==> src/rtl/crc4_mon_pkg.sv <==
package crc4_mon_pkg;

    localparam int unsigned CNT_W_DEF   = 16;
    localparam int unsigned WIN_LEN_DEF = 1000;
    localparam int unsigned WIN_THR_DEF = 915;

    // One submultiframe report from the CRC checker
    typedef struct packed {
        logic strobe;
        logic crc_bad;
        logic in_sync;
    } smf_evt_t;

    // What the judgement window does on a given cycle
    typedef enum logic [2:0] {
        WACT_CLEAR,
        WACT_KEEP,
        WACT_STEP,
        WACT_END,
        WACT_TRIP
    } win_act_t;

    function automatic logic evt_counts(input smf_evt_t e);
        return e.strobe & e.crc_bad & e.in_sync;
    endfunction

    function automatic logic evt_steps(input smf_evt_t e);
        return e.strobe & e.in_sync;
    endfunction

endpackage

==> src/rtl/crc4_err_tally.sv <==
module crc4_err_tally #(
    parameter int unsigned W = 16
) (
    input  logic         clk,
    input  logic         rst,
    input  logic         count_en,
    input  logic         clr,
    output logic [W-1:0] value
);
    localparam logic [W-1:0] MAXV = '1;
    localparam logic [W-1:0] ONE  = W'(1);

    always_ff @(posedge clk) begin
        if (rst) begin
            value <= '0;
        end else if (clr) begin
            value <= count_en ? ONE : '0;
        end else if (count_en && (value != MAXV)) begin
            value <= value + ONE;
        end
    end
endmodule

==> src/rtl/crc4_judge_window.sv <==
module crc4_judge_window
    import crc4_mon_pkg::*;
#(
    parameter int unsigned LEN = 1000,
    parameter int unsigned THR = 915
) (
    input  logic clk,
    input  logic rst,
    input  logic enable,
    input  logic smf_step,
    input  logic err_step,
    output logic trip
);
    localparam int unsigned SMF_W = (LEN > 1) ? $clog2(LEN) : 1;
    localparam int unsigned ERR_W = $clog2(THR + 1);
    localparam logic [SMF_W-1:0] SMF_LAST = SMF_W'(LEN - 1);
    localparam logic [ERR_W-1:0] ERR_LAST = ERR_W'(THR - 1);

    logic [SMF_W-1:0] smf_cnt;
    logic [ERR_W-1:0] err_cnt;
    win_act_t         act;

    always_comb begin
        if (!enable)
            act = WACT_CLEAR;
        else if (!smf_step)
            act = WACT_KEEP;
        else if (err_step && (err_cnt == ERR_LAST))
            act = WACT_TRIP;
        else if (smf_cnt == SMF_LAST)
            act = WACT_END;
        else
            act = WACT_STEP;
    end

    always_ff @(posedge clk) begin
        if (rst) begin
            smf_cnt <= '0;
            err_cnt <= '0;
            trip    <= 1'b0;
        end else begin
            trip <= (act == WACT_TRIP);
            unique case (act)
                WACT_STEP: begin
                    smf_cnt <= smf_cnt + SMF_W'(1);
                    err_cnt <= err_cnt + ERR_W'(err_step);
                end
                WACT_KEEP: begin
                    smf_cnt <= smf_cnt;
                    err_cnt <= err_cnt;
                end
                default: begin
                    smf_cnt <= '0;
                    err_cnt <= '0;
                end
            endcase
        end
    end
endmodule

==> src/rtl/crc4_mon.sv <==
module crc4_mon
    import crc4_mon_pkg::*;
#(
    parameter int unsigned CNT_W   = CNT_W_DEF,
    parameter int unsigned WIN_LEN = WIN_LEN_DEF,
    parameter int unsigned WIN_THR = WIN_THR_DEF
) (
    input  logic             clk,
    input  logic             rst,
    input  logic             smf_done,
    input  logic             smf_crc_bad,
    input  logic             mf_sync,
    input  logic             auto_resync_en,
    input  logic             irq_en,
    input  logic             cnt_clr,
    output logic [CNT_W-1:0] err_count,
    output logic             crc_irq,
    output logic             resync_req
);
    smf_evt_t evt;
    logic     counted;
    logic     stepped;

    always_comb begin
        evt.strobe  = smf_done;
        evt.crc_bad = smf_crc_bad;
        evt.in_sync = mf_sync;
        counted     = evt_counts(evt);
        stepped     = evt_steps(evt);
    end

    crc4_err_tally #(.W(CNT_W)) i_tally (
        .clk      (clk),
        .rst      (rst),
        .count_en (counted),
        .clr      (cnt_clr),
        .value    (err_count)
    );

    crc4_judge_window #(.LEN(WIN_LEN), .THR(WIN_THR)) i_judge (
        .clk      (clk),
        .rst      (rst),
        .enable   (auto_resync_en & mf_sync),
        .smf_step (stepped),
        .err_step (counted),
        .trip     (resync_req)
    );

    always_ff @(posedge clk) begin
        if (rst) crc_irq <= 1'b0;
        else     crc_irq <= irq_en & counted;
    end
endmodule

==> config.mk <==
export PLATFORM = sky130hd
export DESIGN_NAME = crc4_mon
export DESIGN_NICKNAME = d
export VERILOG_FILES = /design/src/rtl/crc4_mon_pkg.sv /design/src/rtl/crc4_err_tally.sv /design/src/rtl/crc4_judge_window.sv /design/src/rtl/crc4_mon.sv
export SDC_FILE = /design/constraint.sdc
export NUM_CORES = 1
export LEC_CHECK = 0
export BUFFER_PORTS_ARGS = -buffer_cell sky130_fd_sc_hd__buf_2
export CORE_MARGIN = 2
export CORE_UTILIZATION = 45
export DETAILED_ROUTE_END_ITERATION = 7
export GPL_ROUTABILITY_DRIVEN = 1
export SYNTH_ARGS = -nofsm -noshare
export SYNTH_HDL_FRONTEND = slang
export SYNTH_SLANG_ARGS = --single-unit
==> constraint.sdc <==
create_clock -name clk -period 2.25 [get_ports clk]
set_input_delay 0.1125 -clock clk [delete_from_list [all_inputs] [get_ports clk]]
set_output_delay 0.1125 -clock clk [all_outputs]
set_load 0.02 [all_outputs]
Yosys cells after proc, flatten, opt, wreduce, memory -nomap -nowiden

Index checks and enable logic that the tools add are counted.

Output and inout port bits: 18
Bits in registers: 38
Memory bits (writable): 0
Bits of input ports: 8
Bits in read-only memories: 0
Memories kept: 0
Word-level logic and storage cells: 31
Latch bits: 0

Divide/modulo/power cells: 0
Eq/ne operators: 6
Bitwise logic cells: 5
Multiply operators: 0
Shift operators: 0
Reduce and logical (&&, ||, !) cells: 3
$lt $le $gt $ge: 0
Add/sub/neg operators: 3
Multiplexer cells: 9

Operators by type and width:

| kind                                                                   | number |
|---|---|
| 10-bit case mux with 2 select lines                                    | 2 |
| 16-bit two-way mux                                                     | 2 |
| 10-bit equality test (second input constant)                           | 2 |
| 16-bit by 1-bit adder with 16-bit output (second input constant)       | 1 |
| 16-bit != test (second input constant)                                 | 1 |
| 10-bit by 1-bit adder with 10-bit output                               | 1 |
| 10-bit by 1-bit adder with 10-bit output (second input constant)       | 1 |
| 3-bit two-way mux                                                      | 3 |
| 1-bit bitwise AND                                                      | 5 |
| 3-bit by 1-bit equality test with 1-bit output (second input constant) | 1 |
| 3-bit by 2-bit equality test with 1-bit output (second input constant) | 1 |
| 3-bit equality test (second input constant)                            | 1 |
| 1-bit logical AND                                                      | 2 |
| 1-bit two-way mux                                                      | 2 |
| 2-bit nonzero test                                                     | 1 |

Depth between registers and ports, before layout

Depth in word-level cells: 8
Gate-level depth with buffers: 8
Mapped depth without buffers: 8

Cells and area by module

A second synthesis with hierarchy kept.

Cells, all modules: 213
Area, all modules: 1926.8 um^2

Modules (own cells, without submodules):

| module            | cells an instance | area each (um^2) | instances |
|---|---|---|---|
| crc4_judge_window | 109               | 1031.0           | 1 |
| crc4_err_tally    | 99                | 840.8            | 1 |
| crc4_mon          | 5                 | 55.1             | 1 |

Worst setup path after synthesis

No wires, ideal clock.

Kind: reg-to-reg
From: register i_tally.value[0]
To: register i_tally.value[8]
Path slack: 0.485 ns
Cell stages (with the launch flop): 6
Required time: 2.180 ns
Clock period less this slack: 1.765 ns
Buffers on the path: 0
Arrival: 1.695 ns
Path through: dfxtp_1 > ha_1 > nand2_1 > or3_4 > or4_1 > a21oi_1

Longest elaborated chain between the ends: 3
Elaborated cells on any way between the ends: 6
Classes of those cells: 1 x add/sub; 1 x eq/ne; 2 x mux; 2 x reduce/logical

Ends and longest elaborated chain:

| what                                                                              | RTL line                                   | source |
|---|---|---|
| from (decl)                                                                       | crc4_err_tally.sv:8                        | `output logic [W-1:0] value` |
| from (signal assigned)                                                            | crc4_err_tally.sv:17                       | `value <= count_en ? ONE : '0;` |
| from (signal assigned)                                                            | crc4_err_tally.sv:19                       | `value <= value + ONE;` |
| 16-bit by 1-bit adder with 16-bit output / 16-bit != test (equally long branches) | crc4_err_tally.sv:19, crc4_err_tally.sv:18 |  |
| 16-bit two-way mux / 1-bit logical AND (equally long branches)                    | crc4_err_tally.sv:18                       | `end else if (count_en && (value != MAXV)) begin` |
| 16-bit two-way mux / 2-bit nonzero test (equally long branches)                   | --                                         |  |

Parallel ways exist; a longest one is shown, timed or not. The select of a mux whose other input is x is not followed.
A chain may end at the register's enable or synchronous reset.

Worst setup path in the final report

Same ends and word-level chain as after synthesis.

==> results.cfg <==
[outcome]
result_of_the_run = complete, no violations

[route]
detail_route.vias_per_cell = 5.862
drc_errors = 0
detailroute.via_count = 2087
wl_per_cell_um = 14.33
drt_pass1_iterations = 4
routed_wl_um = 5102
drt-initial-drc-count = 121
detail-route-antenna-nets = 0

[critical_path]
worstPathRequired_ns = 2.48
start_kind = register
crit_path_max_fo = 5
worst-setup-path-type = reg2reg
crit_path_end_kind = register
worst_ep_arrival_time_ns = 1.98

[synth]
synth_fp_nets = 274
synth.avg_cell_area_um2 = 8.395
synth.yosys.seq_area_share = 0.3458
synth-async-reset-ratio = 0
ys_ff_latch = 38
synthesis.area_um2 = 2200
post_synth_inst_count = 262
post_synth_num_cell_types = 53
synth-main-ff-cell = sky130_fd_sc_hd__dfxtp_1
synth.yosys.warnings = 0
synth_enable_flop_cells = 0

[job]
drv.max_cap_violation_count = 0

[pwr]
power_dens_cells_nw_per_um2 = 495.3
static-leakage-power_nw = 0.8776
ir_drop_mv = 0.2793

[global_routing]
pin_count_of_the_biggest_net_entering_global_routing = 30
first_global_vias = 1808
antenna_found_initial = 0
grt_overflow = 0
overall_routing_resource_usage = 0.1992
grt_pass1_wl_um = 8597

[sta]
setup_tns_ns = 0
max_slew_margin = 0.6277
fin_crit_ns = 1.751
period_share = 0.7782
worstMarginPinSlew_ns = 0.5533
final-max-slew-violation-count = 0
max_clock_freq_mhz = 571.1
worst_clock_skew_ns = 0.001616
fin_worst_hold_slack_ns = 0.08325
rsz0062_at_grt = no
final_hold_viol_count = 0
setup_viol = 0

[placement]
place_congestion = 0.8666
detailed_place_hpwl_um = 3542
io_buffer_count = 25
placed_area_um2 = 2407

[floorplan]
chipHeight_um = 73.92
io_pins = 26
die_area_um2 = 5463
initial_core_util = 0.4657
rows = 25
die_extent_in_x_um = 73.92
floorplan.core_area_um2 = 4723

[cts]
max-clock-path-buffers = 2
clk_root_buffer_cell = sky130_fd_sc_hd__clkbuf_8
cts_buffers = 5
cts_resized = 0
postCtsSetupRepairBufs = 0
cts_tree = yes
clock_insertion_delay_worst_skew_ns = 0.29
postCtsHoldBufs = 0
cts.sinks = 38
clkTransAtPathRegs_ns = 0.08
htree_levels = 2

[finish]
design.final.nets = 300
finalCoreUtilization = 0.5290
highest_count_cells_in_the_layout_ignoring_fill_and_taps = sky130_fd_sc_hd__nand2_1, sky130_fd_sc_hd__dfxtp_1, sky130_fd_sc_hd__buf_2, sky130_fd_sc_hd__a21oi_1, sky130_fd_sc_hd__nand3_1
final_common_cell = sky130_fd_sc_hd__nand2_1
finish.instance_area_um2 = 2499
area_growth_pct = 13.60
ant_cells = 0
drive_above_1_share = 0.1869

[min_path]
worstHoldPathType = in2reg
==> metrics by stage <==
| stage | power [mW] | instances | setup slack, ns |
|---|---|---|---|
| final | 1.238 | 356 | 0.4990 |
| after global routing | 1.294 | 356 | 0.3426 |
| after CTS | 1.261 | 356 | 0.5103 |
| after detailed placement | 0.7590 | 348 | 0.5227 |
| after global placement | 0.7586 | 348 | 0.5494 |
| after floorplan | 0.7332 | 262 | 0.4855 |
==> worst paths after layout <==
check / from / end / slack (ns) / cells past startpoint
hold / removal: irq_en / crc_irq / 0.08 / 2
setup reg to reg: i_tally.value[0] / i_tally.value[8] / 0.50 / 5
hold reg to reg: i_tally.value[9] / i_tally.value[9] / 0.50 / 2
setup / recovery: i_tally.value[0] / i_tally.value[8] / 0.50 / 5
==> layer usage <==
| layer | routed length, um | vias to the layer above | global-route usage |
|---|---|---|---|
| met4 | 42 | 0 | 0.05253 |
| met1 | 2499 | 976 | 0.2719 |
| met5 | 0 | - | 0 |
| met2 | 2363 | 43 | 0.3194 |
| li1 | - | 1064 | - |
| met3 | 197 | 4 | 0.04252 |
==> state kept, by name (all words and copies together), names as in the netlist <==
signal and count:
i_tally.value 16, i_judge.smf_cnt 10, i_judge.err_cnt 10, i_judge.trip 1
crc_irq 1
==> power by group <==
group	switching (mW)	internal, mW
combinational	0.0442	0.0219
sequential	0.00233	0.674
clock	0.248	0.248
==> cell families after synthesis <==
group,Yosys count,share of synthesized area
simple gates,128,0.3481
compound gates,66,0.2122
flops,38,0.3458
buf+inv,20,0.04380
mux,6,0.02730
fa+ha+maj,4,0.02275
==> cell type report <==
type                       count  area (um^2)
fill                         452         2225
multi-input combinational    204         1343
sequential                    38        760.7
timing repair buffer          33        197.7
clock buffer                   7        86.33
tap                           67        83.83
inverter                       6        22.52
clock inverter                 1        5.005
==> synth_stat cells, types with 2 or more instances <==
library cell                n  area share
sky130_fd_sc_hd__a211oi_1   2      0.0068
sky130_fd_sc_hd__clkbuf_1   8       0.014
sky130_fd_sc_hd__o31ai_1    2      0.0068
sky130_fd_sc_hd__and2_1     2      0.0057
sky130_fd_sc_hd__nor2b_1    2      0.0057
sky130_fd_sc_hd__nor4_1    10       0.028
sky130_fd_sc_hd__buf_2      2      0.0046
sky130_fd_sc_hd__and3_1     3      0.0085
sky130_fd_sc_hd__nor2_1    11       0.019
sky130_fd_sc_hd__nor3_1     2      0.0046
sky130_fd_sc_hd__dfxtp_1   38        0.35
sky130_fd_sc_hd__nand2_1   40       0.068
sky130_fd_sc_hd__nand4b_1   9       0.036
sky130_fd_sc_hd__a41o_1     2      0.0091
sky130_fd_sc_hd__and4_1     4       0.016
sky130_fd_sc_hd__o21ai_0    5       0.011
sky130_fd_sc_hd__a31oi_1   12       0.034
sky130_fd_sc_hd__o31a_1     2      0.0080
sky130_fd_sc_hd__or3_1      6       0.017
sky130_fd_sc_hd__nand4_2    2       0.011
sky130_fd_sc_hd__or2_2      2      0.0057
sky130_fd_sc_hd__nand4_1    7       0.020
sky130_fd_sc_hd__nand3_1   14       0.032
sky130_fd_sc_hd__a2111o_1   4       0.020
sky130_fd_sc_hd__buf_4      3       0.010
sky130_fd_sc_hd__ha_1       4       0.023
sky130_fd_sc_hd__inv_1      5      0.0085
sky130_fd_sc_hd__mux2i_1    6       0.027
sky130_fd_sc_hd__a32oi_1    3       0.012
sky130_fd_sc_hd__o211ai_1   8       0.027
sky130_fd_sc_hd__a21oi_1   18       0.041
sky130_fd_sc_hd__o21a_1     3       0.010
==> critical path, stage by stage, from the launching register on <==
cell,delay (ns)
sky130_fd_sc_hd__dfxtp_1,0.41
sky130_fd_sc_hd__ha_1,0.24
sky130_fd_sc_hd__nand2_1,0.13
sky130_fd_sc_hd__or3_4,0.36
sky130_fd_sc_hd__or4_1,0.40
sky130_fd_sc_hd__a21oi_1,0.15
(Power assumes the default switching activity.)
